$ cat src/rtl/nand_cmd_addr_latch.sv
module nand_cmd_addr_latch #(
  parameter int IO_W       = 8,
  parameter int ADDR_CYC   = 3,
  parameter int PAGE_BYTES = 528
) (
  input  logic                     clk,
  input  logic                     rst_n,
  input  logic                     ce_n,
  input  logic                     cle,
  input  logic                     ale,
  input  logic                     we_n,
  input  logic                     re_n,
  input  logic                     wp_n,
  input  logic                     busy,
  input  logic [IO_W-1:0]          io,
  output logic                     cmd_stb,
  output logic [IO_W-1:0]          cmd_op,
  output logic [IO_W*ADDR_CYC-1:0] addr,
  output logic                     addr_valid,
  output logic                     din_stb,
  output logic [IO_W-1:0]          din_byte,
  output logic [$clog2(PAGE_BYTES)-1:0] din_col,
  output logic                     addr_err,
  output logic                     addr_ovf,
  output logic                     inhibit
);
  localparam int AW    = IO_W * ADDR_CYC;
  localparam int COL_W = $clog2(PAGE_BYTES);
  localparam int CNT_W = $clog2(ADDR_CYC + 1);
  localparam logic [COL_W-1:0] LAST_COL = COL_W'(PAGE_BYTES - 1);
  localparam logic [CNT_W-1:0] FULL_CNT = CNT_W'(ADDR_CYC);

  logic             we_low_q;
  logic             a8;
  logic [CNT_W-1:0] cnt;
  logic [COL_W-1:0] col_ptr;

  wire wr     = we_low_q & we_n & ~ce_n & re_n;
  wire is_cmd = wr &  cle & ~ale;
  wire is_adr = wr & ~cle &  ale;
  wire is_dat = wr & ~cle & ~ale;

  wire pe_op   = (io == 8'h80) | (io == 8'h10) | (io == 8'h60) | (io == 8'hD0);
  wire busy_ok = (io == 8'hFF) | (io == 8'h70);
  wire blocked = pe_op & ~wp_n;

  wire cmd_go  = is_cmd & (~busy | busy_ok) & ~blocked;
  wire cmd_inh = is_cmd & ~busy & blocked;
  wire adr_go  = is_adr & ~busy;
  wire dat_go  = is_dat & ~busy & addr_valid;

  always_ff @(posedge clk or negedge rst_n) begin
    if (!rst_n) we_low_q <= 1'b0;
    else        we_low_q <= ~we_n;
  end

  always_ff @(posedge clk or negedge rst_n) begin
    if (!rst_n) begin
      cmd_stb    <= 1'b0;
      cmd_op     <= '0;
      addr       <= '0;
      addr_valid <= 1'b0;
      din_stb    <= 1'b0;
      din_byte   <= '0;
      din_col    <= '0;
      addr_err   <= 1'b0;
      addr_ovf   <= 1'b0;
      inhibit    <= 1'b0;
      a8         <= 1'b0;
      cnt        <= '0;
      col_ptr    <= '0;
    end else begin
      cmd_stb <= 1'b0;
      din_stb <= 1'b0;
      if (cmd_go) begin
        cmd_stb    <= 1'b1;
        cmd_op     <= io;
        cnt        <= '0;
        addr_valid <= 1'b0;
        addr_err   <= 1'b0;
        addr_ovf   <= 1'b0;
        inhibit    <= 1'b0;
        if (io == 8'h00 || io == 8'hFF) a8 <= 1'b0;
        if (io == 8'h01)                a8 <= 1'b1;
      end else if (cmd_inh) begin
        inhibit <= 1'b1;
      end else if (adr_go) begin
        if (cnt == CNT_W'(0)) begin
          addr[IO_W-1:0] <= io;
          addr[IO_W]     <= a8;
          col_ptr        <= COL_W'({a8, io});
          cnt            <= CNT_W'(1);
        end else if (cnt == CNT_W'(1)) begin
          addr[2*IO_W:IO_W+1] <= io;
          cnt                 <= CNT_W'(2);
        end else if (cnt == CNT_W'(2)) begin
          addr[AW-1:2*IO_W+1] <= io[IO_W-2:0];
          addr_err            <= io[IO_W-1];
          addr_valid          <= 1'b1;
          cnt                 <= FULL_CNT;
        end else begin
          addr_ovf <= 1'b1;
        end
      end else if (dat_go) begin
        din_stb  <= 1'b1;
        din_byte <= io;
        din_col  <= col_ptr;
        col_ptr  <= (col_ptr == LAST_COL) ? LAST_COL : col_ptr + COL_W'(1);
      end
    end
  end
endmodule


$ cat config.mk
export PLATFORM = sky130hd
export DESIGN_NAME = nand_cmd_addr_latch
export DESIGN_NICKNAME = d
export VERILOG_FILES = /design/src/rtl/nand_cmd_addr_latch.sv
export SDC_FILE = /design/constraint.sdc
export NUM_CORES = 1
export LEC_CHECK = 0
export ABC_AREA = 1
export BUFFER_PORTS_ARGS = -buffer_cell sky130_fd_sc_hd__buf_2
export CORE_UTILIZATION = 49
export DETAILED_ROUTE_END_ITERATION = 6
export GPL_TIMING_DRIVEN = 0
export MAX_ROUTING_LAYER = met4
export PLACE_DENSITY = 0.8
export SLEW_MARGIN = 30
export SYNTH_ARGS = -nofsm -noshare
export SYNTH_HDL_FRONTEND = slang
export SYNTH_SLANG_ARGS = --single-unit
$ cat constraint.sdc
create_clock -name clk -period 1.5 [get_ports clk]
set_clock_uncertainty 0.2 [all_clocks]
set_input_delay 0.15 -clock clk [delete_from_list [all_inputs] [get_ports clk]]
set_output_delay 0.15 -clock clk [all_outputs]
set_load 0.05 [all_outputs]
==> load_flow_metrics.sql, run 1 <==
INSERT INTO impl_metrics (metric_group, metric, value, unit) VALUES
('status', 'status', 'finished, violations left', ''),
('status', 'violations', 'DRC, setup timing', ''),
('critical_path', 'critPathTopFamily', 'simple AND/OR/NAND/NOR gates', ''),
('floorplanning', 'top_level_ports', '73', ''),
('logic_synthesis', 'netlist.area_leader.share', '0.529', ''),
('power_and_ir_drop', 'share_seq_of_total_power', '0.443', ''),
('logic_synthesis', 'synth.distinct_cells', '30', ''),
('logic_synthesis', 'netlist_top_cells_area', 'sky130_fd_sc_hd__dfrtp_1 53%, sky130_fd_sc_hd__nand2_1 13%, sky130_fd_sc_hd__o21ai_2 4.2%', ''),
('global_routing', 'grt_antenna_before_repair', '0', ''),
('critical_path', 'worstPathCellList', 'nand4_4 > nor3_1 > nand3_1 > buf_2 > nand2_1 > o21ai_1', ''),
('floorplanning', 'start_util', '0.515', ''),
('timing', 'layout_min_cycle_time', '1.74', 'ns'),
('layout', 'multi_input_comb_area', '0.00170', 'mm^2'),
('power_and_ir_drop', 'power.density_cell_area', '979', 'mW/mm^2'),
('place', 'place.detailed.hpwl', '5700', 'um'),
('place', 'port_buffers', '72', ''),
('routing', 'avgViaCountPerCell', '5.64', ''),
('routing', 'final_antenna_net_count', '0', ''),
('critical_path', 'critical_path_depth', '6', ''),
('logic_synthesis', 'synth_enable_flop_cells', '0', ''),
('logic_synthesis', 'synth-main-ff-cell', 'sky130_fd_sc_hd__dfrtp_1', ''),
('power_and_ir_drop', 'power.combinational.fraction', '0.230', ''),
('routing', 'drt_drc_violations_left', '12', ''),
('power_and_ir_drop', 'cellLeakagePower', '2.49', 'nW'),
('clock_network', 'tritoncts', 'yes', ''),
('critical_path', 'startpoint_type', 'register', ''),
('power_and_ir_drop', 'cellInternalPower', '0.00317', 'W'),
('critical_path', 'setup.reg_to_reg.worst_slack', '-0.24', 'ns'),
('layout', 'layout.nets', '519', ''),
('logic_synthesis', 'most_frequently_used_cell_type_in_the_post_synthesis_netlist', 'sky130_fd_sc_hd__nand2_1', ''),
('global_routing', 'grt.busiest_layer', 'met2', ''),
('timing', 'highest_clock_rate', '576', 'MHz'),
('floorplanning', 'row_count', '29', ''),
('clock_network', 'cts_inserted_buffers', '9', ''),
('logic_synthesis', 'syn_nets', '396', ''),
('global_routing', 'pin_count_of_the_biggest_net_entering_global_routing', '40', ''),
('floorplanning', 'dieHeight', '84.2', 'um'),
('logic_synthesis', 'synthesis.area', '0.00331', 'mm^2'),
('place', 'dp_worst_setup_slack', '-0.289', 'ns'),
('job', 'maxCapViolCount', '0', ''),
('layout', 'regArea', '0.00175', 'mm^2'),
('logic_synthesis', 'ys_seq_elements', '70', ''),
('layout', 'diodes', '0', ''),
('critical_path', 'endpoint', 'cmd_op[7]', ''),
('timing', 'timing.final.ws_setup', '-0.235', 'ns'),
('power_and_ir_drop', 'total_power', '0.00480', 'W'),
('layout', 'finalCoreUtilization', '0.764', ''),
('critical_path', 'setup.worst_path.class', 'reg2reg', ''),
('critical_path', 'setup.worst_path.start', 'we_low_q', ''),
('global_routing', 'met1_grt_util', '0.361', ''),
('timing', 'drv_slew', '0', ''),
('critical_path', 'cp_data_required_time', '1.53', 'ns'),
('power_and_ir_drop', 'clock_power_share', '0.327', ''),
('timing', 'setup_violations', '68', ''),
('global_routing', 'grt_util_all_layers', '0.279', ''),
('floorplanning', 'fp.coreArea', '0.00642', 'mm^2'),
('global_routing', 'gr_ovfl_total', '0', ''),
('logic_synthesis', 'synth_top_cell_by_area', 'sky130_fd_sc_hd__dfrtp_1', ''),
('logic_synthesis', 'async_reset_ff_frac', '1.00', ''),
('layout', 'finalNonFillerCells', '580', ''),
('critical_path', 'critical_path.n_buffers_inverters', '1', ''),
('floorplanning', 'chipWidth', '84.2', 'um'),
('critical_path', 'critical_path.reg2reg.endpoint', 'cmd_op[7]', ''),
('clock_network', 'worst_skew_pair.late_latency', '0.35', 'ns'),
('routing', 'num_vias', '3271', ''),
('logic_synthesis', 'yosysWarnings', '0', ''),
('clock_network', 'cts-root-buf', 'sky130_fd_sc_hd__clkbuf_8', ''),
('layout', 'fillCellCount', '398', ''),
('routing', 'drt-pass1-iter-count', '6', ''),
('critical_path', 'slowest_delay', '0.38', 'ns'),
('timing', 'finalCritPeriodShare', '1.16', '');
[timing repair]
action,4_1_cts,5_1_grt
setup buffers,15,5
hold buffers,11,0
setup endpoints to repair,66,67
hold endpoints to repair,76,0
gates resized for setup,58,66
pin swaps,7,8
cloned,6,2
[area by class of cell]
type,count,area share
Buffer,13,0.0316
Clock buffer,11,0.0288
Clock inverter,5,0.0120
Inverter,32,0.0250
Multi-Input combinational cell,261,0.346
Sequential cell,70,0.357
Tap cell,77,0.0196
Timing Repair Buffer,111,0.180
[per-stage QoR]
stage,instance area [um^2],hold WS [ns]
floorplan,3330,-0.346
global placement,3790,0.118
detailed placement,3810,-0.0901
CTS,4550,-0.00372
global route,4910,0.0255
finish,4910,0.00918
[layout by cell type (no fill, tap or decap), drive strengths merged]
| cell | instances |
|---|---|
| nand2 | 126 |
| buf | 112 |
| dfrtp | 70 |
| o21ai | 56 |
| inv | 32 |
| nand3 | 29 |
| nor2 | 27 |
| clkbuf | 12 |
| dlygate4sd3 | 11 |
| nand4 | 5 |
| nor3 | 4 |
| ha | 4 |
| a21oi | 2 |
| xor2 | 2 |
| xnor2 | 2 |
| clkinvlp | 2 |
| clkinv | 2 |
| o21a | 1 |
| o211ai | 1 |
| o2111ai | 1 |
| nand3b | 1 |
| bufinv | 1 |
[sequential cells by signal, summed over array words and instances (netlist names)]
signal / flops
din_col: 10
addr: 24
addr_ovf: 1
din_byte: 8
col_ptr: 10
addr_valid: 1
cnt: 2
cmd_op: 8
a8: 1
we_low_q: 1
din_stb: 1
cmd_stb: 1
inhibit: 1
addr_err: 1
[worst min path at each step]
stage               start     endpoint  slack (ns)  cells past startpoint
global route        io[7]  din_byte[7]        0.03                      3
global placement     we_n     we_low_q        0.12                      2
CTS                   ale      cmd_stb      -0.004                      4
detailed placement  rst_n      cmd_stb       -0.09                      1
floorplan           rst_n           a8       -0.35                      0
finish              io[7]  din_byte[7]       0.009                      3
[logic make-up after synthesis]
kind of cell	count (synthesis)	synth area share
and+or+nand+nor	191	0.266
DFF	70	0.529
AOI/OAI and AO/OA	61	0.113
buffers and inverters	45	0.0658
xor gates and xnor gates	4	0.0106
adders and majority gates	4	0.0151
[worst register-to-register path, delay by kind of cell (launching register included)]
family | cells | cell delay [ns]
and+or+nand+nor | 4 | 0.75
DFF | 1 | 0.38
buffers and inverters | 1 | 0.21
AOI/OAI and AO/OA | 1 | 0.07
[metal layers]
metal,part of all wire,vias up
li1,-,1469
met5,0,-
met4,0.033,0
met1,0.40,1576
met2,0.49,185
met3,0.073,41
[power groups by stage]
| stage | combinational [W] | clock [W] | sequential [W] |
|---|---|---|---|
| finish | 0.00110 | 0.00157 | 0.00213 |
| global route | 0.00117 | 0.00166 | 0.00214 |
| global placement | 0.000888 | 0 | 0.00214 |
| detailed placement | 0.000915 | 0 | 0.00214 |
| floorplan | 0.000294 | 0 | 0.00249 |
| CTS | 0.00103 | 0.00157 | 0.00211 |
(Power assumes the default switching activity.)
==> run 2, diff against run 1 <==
--- a/config.mk
+++ b/config.mk
@@ -5,13 +5,13 @@
 export SDC_FILE = /design/constraint.sdc
 export NUM_CORES = 1
 export LEC_CHECK = 0
-export ABC_AREA = 1
+export ABC_AREA = 0
 export BUFFER_PORTS_ARGS = -buffer_cell sky130_fd_sc_hd__buf_2
-export CORE_UTILIZATION = 49
+export CORE_UTILIZATION = 50
 export DETAILED_ROUTE_END_ITERATION = 6
 export GPL_TIMING_DRIVEN = 0
 export MAX_ROUTING_LAYER = met4
-export PLACE_DENSITY = 0.8
+export PLACE_DENSITY = 0.79
 export SLEW_MARGIN = 30
 export SYNTH_ARGS = -nofsm -noshare
 export SYNTH_HDL_FRONTEND = slang
==> constraint.sdc (replaced) <==
create_clock -name clk -period 2.1 [get_ports clk]
set_clock_uncertainty 0.2 [all_clocks]
set_input_delay 0.21 -clock clk [delete_from_list [all_inputs] [get_ports clk]]
set_output_delay 0.21 -clock clk [all_outputs]
set_load 0.05 [all_outputs]
==> run 2 against run 1 <==
The flow now finishes without violations. Global-route usage shrank 3.1 points. Combinational power shrank 60%. Design area shrank 21%. Sequential cell count is the same. Largest cell class unchanged. Setup slack gained 0.30 ns. Worst hold slack gained 0.0037 ns. Sequential share of layout area grew 9.7 points. Highest routed layer unchanged. Synthesized cell count shrank 26%. Register-to-register slack gained 0.32 ns. Sequential power shrank 32%. First-iteration DRC count shrank 37%. Cell count shrank 23%.
==> load_flow_metrics.sql, run 2 <==
INSERT INTO impl_metrics (metric_group, metric, value, unit) VALUES
('timing', 'tightestPinTransition', '0.556', 'ns'),
('power_and_ir_drop', 'cellLeakagePower', '2.09', 'nW'),
('timing', 'timing.final.ws_setup', '0.0639', 'ns'),
('logic_synthesis', 'netlist.area_leader.share', '0.567', ''),
('timing', 'layout_min_cycle_time', '2.04', 'ns'),
('place', 'port_buffers', '71', ''),
('global_routing', 'global_route_wire_length_before_repair', '11600', 'um'),
('clock_network', 'worst_skew_pair.late_latency', '0.34', 'ns'),
('critical_path', 'timing.rr.start', 'cnt[1]', ''),
('layout', 'layout.nets', '390', ''),
('timing', 'finalCritPeriodShare', '0.970', ''),
('clock_network', 'cts_inserted_buffers', '9', ''),
('routing', 'wirelength', '6970', 'um'),
('global_routing', 'gr_ovfl_total', '0', ''),
('layout', 'diodes', '0', ''),
('power_and_ir_drop', 'total_power', '0.00289', 'W'),
('timing', 'relSlewSlack', '0.628', ''),
('timing', 'drv_slew', '0', ''),
('critical_path', 'setup.reg_to_reg.worst_slack', '0.08', 'ns'),
('logic_synthesis', 'synth_top_cell_by_area', 'sky130_fd_sc_hd__dfrtp_1', ''),
('logic_synthesis', 'synth_enable_flop_cells', '0', ''),
('timing', 'rsz0062_at_grt', 'no', ''),
('logic_synthesis', 'syn-instance-count', '278', ''),
('routing', 'num_vias', '2442', ''),
('floorplanning', 'top_level_ports', '73', ''),
('power_and_ir_drop', 'power.ir.vdd_worst', '0.000585', 'V'),
('timing', 'highest_clock_rate', '491', 'MHz'),
('logic_synthesis', 'netlist_top_cells_area', 'sky130_fd_sc_hd__dfrtp_1 57%, sky130_fd_sc_hd__mux2_2 11%, sky130_fd_sc_hd__nand2_1 6.4%', ''),
('routing', 'first_iter_violations', '163', ''),
('layout', 'drive_above_1_share', '0.382', ''),
('critical_path', 'cp_data_required_time', '2.12', 'ns'),
('critical_path', 'worst-path-max-fanout', '6', ''),
('logic_synthesis', 'synth-main-ff-cell', 'sky130_fd_sc_hd__dfrtp_1', ''),
('critical_path', 'worst_r2r_path_depth', '8', ''),
('global_routing', 'grt_antenna_before_repair', '0', ''),
('floorplanning', 'fp.coreArea', '0.00596', 'mm^2'),
('floorplanning', 'chipWidth', '80.6', 'um'),
('layout', 'layout.cells.most_common', 'sky130_fd_sc_hd__buf_2', ''),
('layout', 'layout.cells.most_common_list', '73 x sky130_fd_sc_hd__buf_2, 69 x sky130_fd_sc_hd__dfrtp_1, 53 x sky130_fd_sc_hd__nand2_1', ''),
('timing', 'timing.final.hold_violations', '0', ''),
('critical_path', 'critical_path.reg2reg.endpoint', 'col_ptr[8]', ''),
('status', 'status', 'finished clean', ''),
('place', 'place.detailed.hpwl', '4840', 'um'),
('logic_synthesis', 'most_frequently_used_cell_type_in_the_post_synthesis_netlist', 'sky130_fd_sc_hd__dfrtp_1', ''),
('critical_path', 'setup.worst_path.class', 'in2reg', ''),
('routing', 'drt_drc_violations_left', '0', ''),
('clock_network', 'cts-root-buf', 'sky130_fd_sc_hd__clkbuf_8', ''),
('critical_path', 'critical_path.endpoint_type', 'register', ''),
('layout', 'regMostFlops', 'addr', ''),
('logic_synthesis', 'yosysWarnings', '0', ''),
('floorplanning', 'row_count', '28', ''),
('clock_network', 'cts.clk_slew.worst_paths', '0.07', 'ns'),
('hold_path', 'timing.hold.worst.class', 'in2reg', ''),
('clock_network', 'clkSinkCount', '70', ''),
('critical_path', 'startpoint_type', 'primary input', ''),
('floorplanning', 'die_area', '0.00650', 'mm^2'),
('global_routing', 'grt_util_all_layers', '0.248', ''),
('global_routing', 'pin_count_of_the_biggest_net_entering_global_routing', '39', ''),
('clock_network', 'tritoncts', 'yes', ''),
('job', 'maxCapViolCount', '0', ''),
('power_and_ir_drop', 'power.density_cell_area', '749', 'mW/mm^2'),
('floorplanning', 'dieHeight', '80.6', 'um'),
('layout', 'top_regs', 'addr: 24 flops, col_ptr: 10 flops, din_col: 10 flops', ''),
('routing', 'final_antenna_net_count', '0', ''),
('logic_synthesis', 'async_reset_ff_frac', '1.00', ''),
('clock_network', 'cts.path.max_buffers', '2', ''),
('logic_synthesis', 'synthesis.area', '0.00309', 'mm^2'),
('global_routing', 'number_of_global_route_vias_before_repair', '2397', ''),
('layout', 'area.growth.synth_to_final', '25.0', '%'),
('logic_synthesis', 'ys_seq_elements', '70', ''),
('logic_synthesis', 'ys_top_cells_by_count', '70 x sky130_fd_sc_hd__dfrtp_1, 53 x sky130_fd_sc_hd__nand2_1, 29 x sky130_fd_sc_hd__mux2_2', ''),
('place', 'replace_congestion', '0.886', ''),
('critical_path', 'cp_data_arrival_time', '2.06', 'ns'),
('hold_path', 'hold_critical_path_depth', '3', ''),
('routing', 'avgViaCountPerCell', '5.44', ''),
('floorplanning', 'start_util', '0.519', ''),
('critical_path', 'setup.worst_path.start', 'io[7]', ''),
('logic_synthesis', 'synth.distinct_cells', '48', ''),
('routing', 'drt-pass1-iter-count', '5', ''),
('hold_path', 'worst_hold_startpoint', 'io[0]', ''),
('clock_network', 'clock_h_tree_levels', '3', ''),
('routing', 'routed_wire_length_per_instance', '15.5', 'um'),
('timing', 'hold_ws', '0.0129', 'ns'),
('logic_synthesis', 'syn_area_per_cell', '11.1', 'um^2'),
('logic_synthesis', 'syn_nets', '299', ''),
('place', 'dp_worst_setup_slack', '-0.359', 'ns'),
('hold_path', 'hold_path_end', 'din_byte[0]', ''),
('layout', 'largest_reg_flops', '24', ''),
('logic_synthesis', 'ys_seq_area_frac', '0.567', ''),
('timing', 'setup_violations', '0', '');
==> run 2: cell count changes after synthesis, moves of 6 or more <==
| cell | before | now |
|---|---|---|
| sky130_fd_sc_hd__o21ai_2 | 16 | 0 |
| sky130_fd_sc_hd__nand2_1 | 118 | 53 |
| sky130_fd_sc_hd__o21ai_1 | 27 | 0 |
| sky130_fd_sc_hd__a21oi_1 | 2 | 11 |
| sky130_fd_sc_hd__inv_1 | 27 | 12 |
| sky130_fd_sc_hd__clkbuf_1 | 1 | 8 |
| sky130_fd_sc_hd__mux2_2 | 0 | 29 |
| sky130_fd_sc_hd__nor2_1 | 23 | 12 |
| sky130_fd_sc_hd__nand3_2 | 7 | 1 |
| sky130_fd_sc_hd__nand3_1 | 22 | 3 |
==> run 2: cell type report <==
type | count | area (um^2)
Sequential cell | 70 | 1750
Tap cell | 75 | 93.8
Inverter | 12 | 45.0
Fill cell | 481 | 2090
Timing Repair Buffer | 81 | 458
Clock buffer | 15 | 146
Buffer | 12 | 66.3
Clock inverter | 1 | 30.0
Multi-Input combinational cell | 183 | 1270
==> run 2: worst max-delay path by stage <==
stage	endpoint	slack, ns	cells past startpoint
final	cmd_op[7]	0.06	6
after global routing	cmd_op[3]	0.004	6
after CTS	col_ptr[3]	0.006	6
after detailed placement	addr_err	-0.36	8
after global placement	addr[22]	-0.44	5
after floorplan	cmd_op[3]	-0.0004	5
==> run 2: where the power goes <==
| group | switching [W] | internal (W) | total (W) |
|---|---|---|---|
| Clock | 0.000465 | 0.000553 | 0.00102 |
| Combinational | 0.000308 | 0.000130 | 0.000437 |
| Sequential | 0.0000309 | 0.00141 | 0.00144 |
==> run 2: what timing repair did <==
action | CTS | global route
pin swaps | 1 | 0
cloned | 0 | 0
endpoints found under the setup margin | 17 | 40
gates resized for setup | 5 | 17
hold buffers | 5 | 0
buffers inserted | 2 | 2
hold endpoints to repair | 74 | 0
==> run 2: per-stage QoR <==
step / instances / utilization / cell area, um^2 / setup TNS [ns]
after floorplan: 278 / - / 3090 / -0.00187
after global placement: 424 / 0.594 / 3540 / -7.82
after detailed placement: 425 / 0.599 / 3570 / -6.80
after CTS: 447 / 0.641 / 3820 / 0
after global routing: 449 / 0.648 / 3860 / 0
final: 449 / 0.648 / 3860 / 0
==> run 2: critical path, cell delays in order <==
cell and delay [ns]:
sky130_fd_sc_hd__buf_2 0.10, sky130_fd_sc_hd__or4b_2 0.65, sky130_fd_sc_hd__o21ai_0 0.11, sky130_fd_sc_hd__a31oi_1 0.10
sky130_fd_sc_hd__o41ai_4 0.49, sky130_fd_sc_hd__mux2_2 0.40
==> run 2: cells by family after synthesis <==
kind of cell | synth area share
xor gates and xnor gates | 0.00284
AOI/OAI and AO/OA | 0.111
adders and majority gates | 0.0162
and+or+nand+nor | 0.160
muxes | 0.109
buffers and inverters | 0.0340
DFF | 0.567
==> run 2: metal layers <==
metal  vias up  wire length (um)  global-route usage
met5         -                 0                   -
met4         0                69              0.0804
met3         9               414              0.0659
met2        87              3420               0.395
met1      1192              3070               0.308
li1       1154                 -                   -
==> run 3, diff against run 2 <==
--- a/config.mk
+++ b/config.mk
@@ -11,7 +11,7 @@
 export DETAILED_ROUTE_END_ITERATION = 6
 export GPL_TIMING_DRIVEN = 0
 export MAX_ROUTING_LAYER = met4
-export PLACE_DENSITY = 0.79
+export PLACE_DENSITY = 0.84
 export SLEW_MARGIN = 30
 export SYNTH_ARGS = -nofsm -noshare
 export SYNTH_HDL_FRONTEND = slang
==> run 3 against run 2 <==
First-iteration DRC count is 0.61% higher. Utilization rose by 1.3 points. Count of clock-buffer cells in the layout shrank 5. Largest cell class unchanged.
==> load_flow_metrics.sql, run 3 (synthesis gave the netlist of run 2 again) <==
INSERT INTO impl_metrics (metric_group, metric, value, unit) VALUES
('layout', 'layout.cells.most_common', 'sky130_fd_sc_hd__buf_2', ''),
('place', 'port_buffers', '71', ''),
('layout', 'regMostFlops', 'addr', ''),
('place', 'replace_congestion', '0.846', ''),
('timing', 'setup_violations', '0', ''),
('layout', 'layout.nets', '391', ''),
('global_routing', 'grt_util_all_layers', '0.271', ''),
('critical_path', 'setup.worst_path.class', 'in2reg', ''),
('layout', 'largest_reg_flops', '24', ''),
('power_and_ir_drop', 'cellLeakagePower', '2.11', 'nW'),
('floorplanning', 'die_area', '0.00650', 'mm^2'),
('global_routing', 'global_route_wire_length_before_repair', '12500', 'um'),
('floorplanning', 'top_level_ports', '73', ''),
('clock_network', 'clkSinkCount', '70', ''),
('timing', 'highest_clock_rate', '488', 'MHz'),
('global_routing', 'grt_antenna_before_repair', '0', ''),
('routing', 'final_antenna_net_count', '0', ''),
('critical_path', 'slowest_delay', '0.66', 'ns'),
('layout', 'top_regs', 'addr: 24 flops, col_ptr: 10 flops, din_col: 10 flops', ''),
('critical_path', 'cp_data_required_time', '2.14', 'ns'),
('global_routing', 'number_of_global_route_vias_before_repair', '2579', ''),
('clock_network', 'cts.clk_slew.worst_paths', '0.08', 'ns'),
('job', 'maxCapViolCount', '0', ''),
('critical_path', 'worst-path-max-fanout', '5', ''),
('clock_network', 'clock_h_tree_levels', '3', ''),
('global_routing', 'gr_ovfl_total', '0', ''),
('timing', 'relSlewSlack', '0.660', ''),
('critical_path', 'setup.reg_to_reg.worst_slack', '0.07', 'ns'),
('hold_path', 'timing.hold.worst.class', 'in2reg', ''),
('layout', 'area.growth.synth_to_final', '27.5', '%'),
('place', 'dpl.cell_count', '425', ''),
('clock_network', 'cts-root-buf', 'sky130_fd_sc_hd__clkbuf_8', ''),
('routing', 'num_vias', '2540', ''),
('routing', 'drt_drc_violations_left', '0', ''),
('floorplanning', 'row_count', '28', ''),
('routing', 'avgViaCountPerCell', '5.64', ''),
('timing', 'timing.final.hold_violations', '0', ''),
('timing', 'finalCritPeriodShare', '0.975', ''),
('timing', 'layout_min_cycle_time', '2.05', 'ns'),
('clock_network', 'cts_inserted_buffers', '9', ''),
('floorplanning', 'dieHeight', '80.6', 'um'),
('place', 'place.detailed.hpwl', '4920', 'um'),
('clock_network', 'cts.path.max_buffers', '2', ''),
('critical_path', 'critical_path.endpoint_type', 'register', ''),
('timing', 'fin_tns_setup', '0', 'ns'),
('routing', 'routed_wire_length_per_instance', '16.7', 'um'),
('layout', 'drive_above_1_share', '0.389', ''),
('clock_network', 'worst_skew_pair.late_latency', '0.35', 'ns'),
('floorplanning', 'fp.coreArea', '0.00596', 'mm^2'),
('layout', 'finalNonFillerCells', '450', ''),
('critical_path', 'critical_path.slowest_cell', 'sky130_fd_sc_hd__or4b_2', ''),
('floorplanning', 'start_util', '0.519', ''),
('clock_network', 'tritoncts', 'yes', ''),
('critical_path', 'worstPathCellList', 'buf_2 > or4b_2 > o21ai_1 > a31oi_2 > o41ai_4 > buf_4 > mux2_2', ''),
('power_and_ir_drop', 'power.ir.vdd_worst', '0.000802', 'V'),
('routing', 'drt-pass1-iter-count', '4', ''),
('status', 'status', 'finished clean', ''),
('routing', 'wirelength', '7530', 'um'),
('power_and_ir_drop', 'power.density_cell_area', '788', 'mW/mm^2'),
('floorplanning', 'chipWidth', '80.6', 'um'),
('layout', 'fillCellCount', '474', ''),
('layout', 'diodes', '0', ''),
('timing', 'drv_slew', '0', ''),
('routing', 'first_iter_violations', '164', ''),
('layout', 'layout.cells.most_common_list', '73 x sky130_fd_sc_hd__buf_2, 69 x sky130_fd_sc_hd__dfrtp_1, 53 x sky130_fd_sc_hd__nand2_1', ''),
('critical_path', 'startpoint_type', 'primary input', ''),
('timing', 'tightestPinTransition', '0.508', 'ns'),
('critical_path', 'cp_data_arrival_time', '2.09', 'ns'),
('global_routing', 'pin_count_of_the_biggest_net_entering_global_routing', '43', '');
-- run 3: cell types whose count changed in the layout (fill, tap and decap cells not counted), sizes merged --
cell,before,now
clkbuf,23,17
dlygate4sd3,5,8
clkinv,0,2
clkinvlp,0,2
buf,80,79
bufinv,1,2
-- run 3: power by group --
part           total, W  internal, W  switching [W]
registers       0.00144      0.00141      0.0000304
logic          0.000448     0.000134       0.000314
clock network   0.00122     0.000696       0.000524
total           0.00310      0.00224       0.000869
-- run 3: what timing repair did --
item / CTS / global route
pin swaps: 1 / 1
resized for setup: 4 / 15
buffers inserted: 1 / 2
endpoints found under the hold margin: 75 / 0
hold buffers: 8 / 0
endpoints found under the setup margin: 17 / 39
-- run 3: worst max-delay path: cells and delay by family --
family / cells / cell delay, ns
simple gates: 1 / 0.66
compound gates: 3 / 0.58
buf+inv: 2 / 0.31
mux: 1 / 0.33
-- run 3: routing by layer --
| metal | track usage | routed length (um) | share of wire | vias to the layer above |
|---|---|---|---|---|
| met5 | - | 0 | 0 | - |
| li1 | - | - | - | 1160 |
| met2 | 0.447 | 3810 | 0.51 | 100 |
| met3 | 0.0784 | 475 | 0.063 | 18 |
| met1 | 0.317 | 3090 | 0.41 | 1262 |
| met4 | 0.0946 | 157 | 0.021 | 0 |
-- run 3: area by class of cell --
class	instances	area, um^2	share of cell area
multi-input combinational	183	1270	0.323
clock inverter	6	85.1	0.0216
sequential	70	1750	0.445
clock buffer	10	138	0.0349
tap	75	93.8	0.0238
inverter	12	45.0	0.0114
buffer	11	61.3	0.0156
timing repair buffer	83	493	0.125
-- run 3: worst paths after layout --
path,start,depth (start not counted),to
setup reg to reg,col_ptr[1],6,col_ptr[0]
setup / recovery,io[7],7,cmd_op[6]
hold reg to reg,din_byte[7],2,din_byte[7]
min in group asynchronous,rst_n,2,addr[23]
max in group asynchronous,rst_n,3,col_ptr[7]
hold / removal,io[2],2,addr[19]
-- run 3: through the flow --
step	power (W)	setup slack (ns)	instance area, um^2	util	hold WS [ns]
finish	0.00310	0.0517	3940	0.662	0.0211
global route	0.00321	-0.0155	3940	0.662	0.00437
CTS	0.00311	0.0148	3900	0.655	0.00220
detailed placement	0.00188	-0.351	3570	0.599	-0.0478
global placement	0.00186	-0.451	3540	0.594	0.168
floorplan	0.00174	-0.000374	3090	-	-0.286
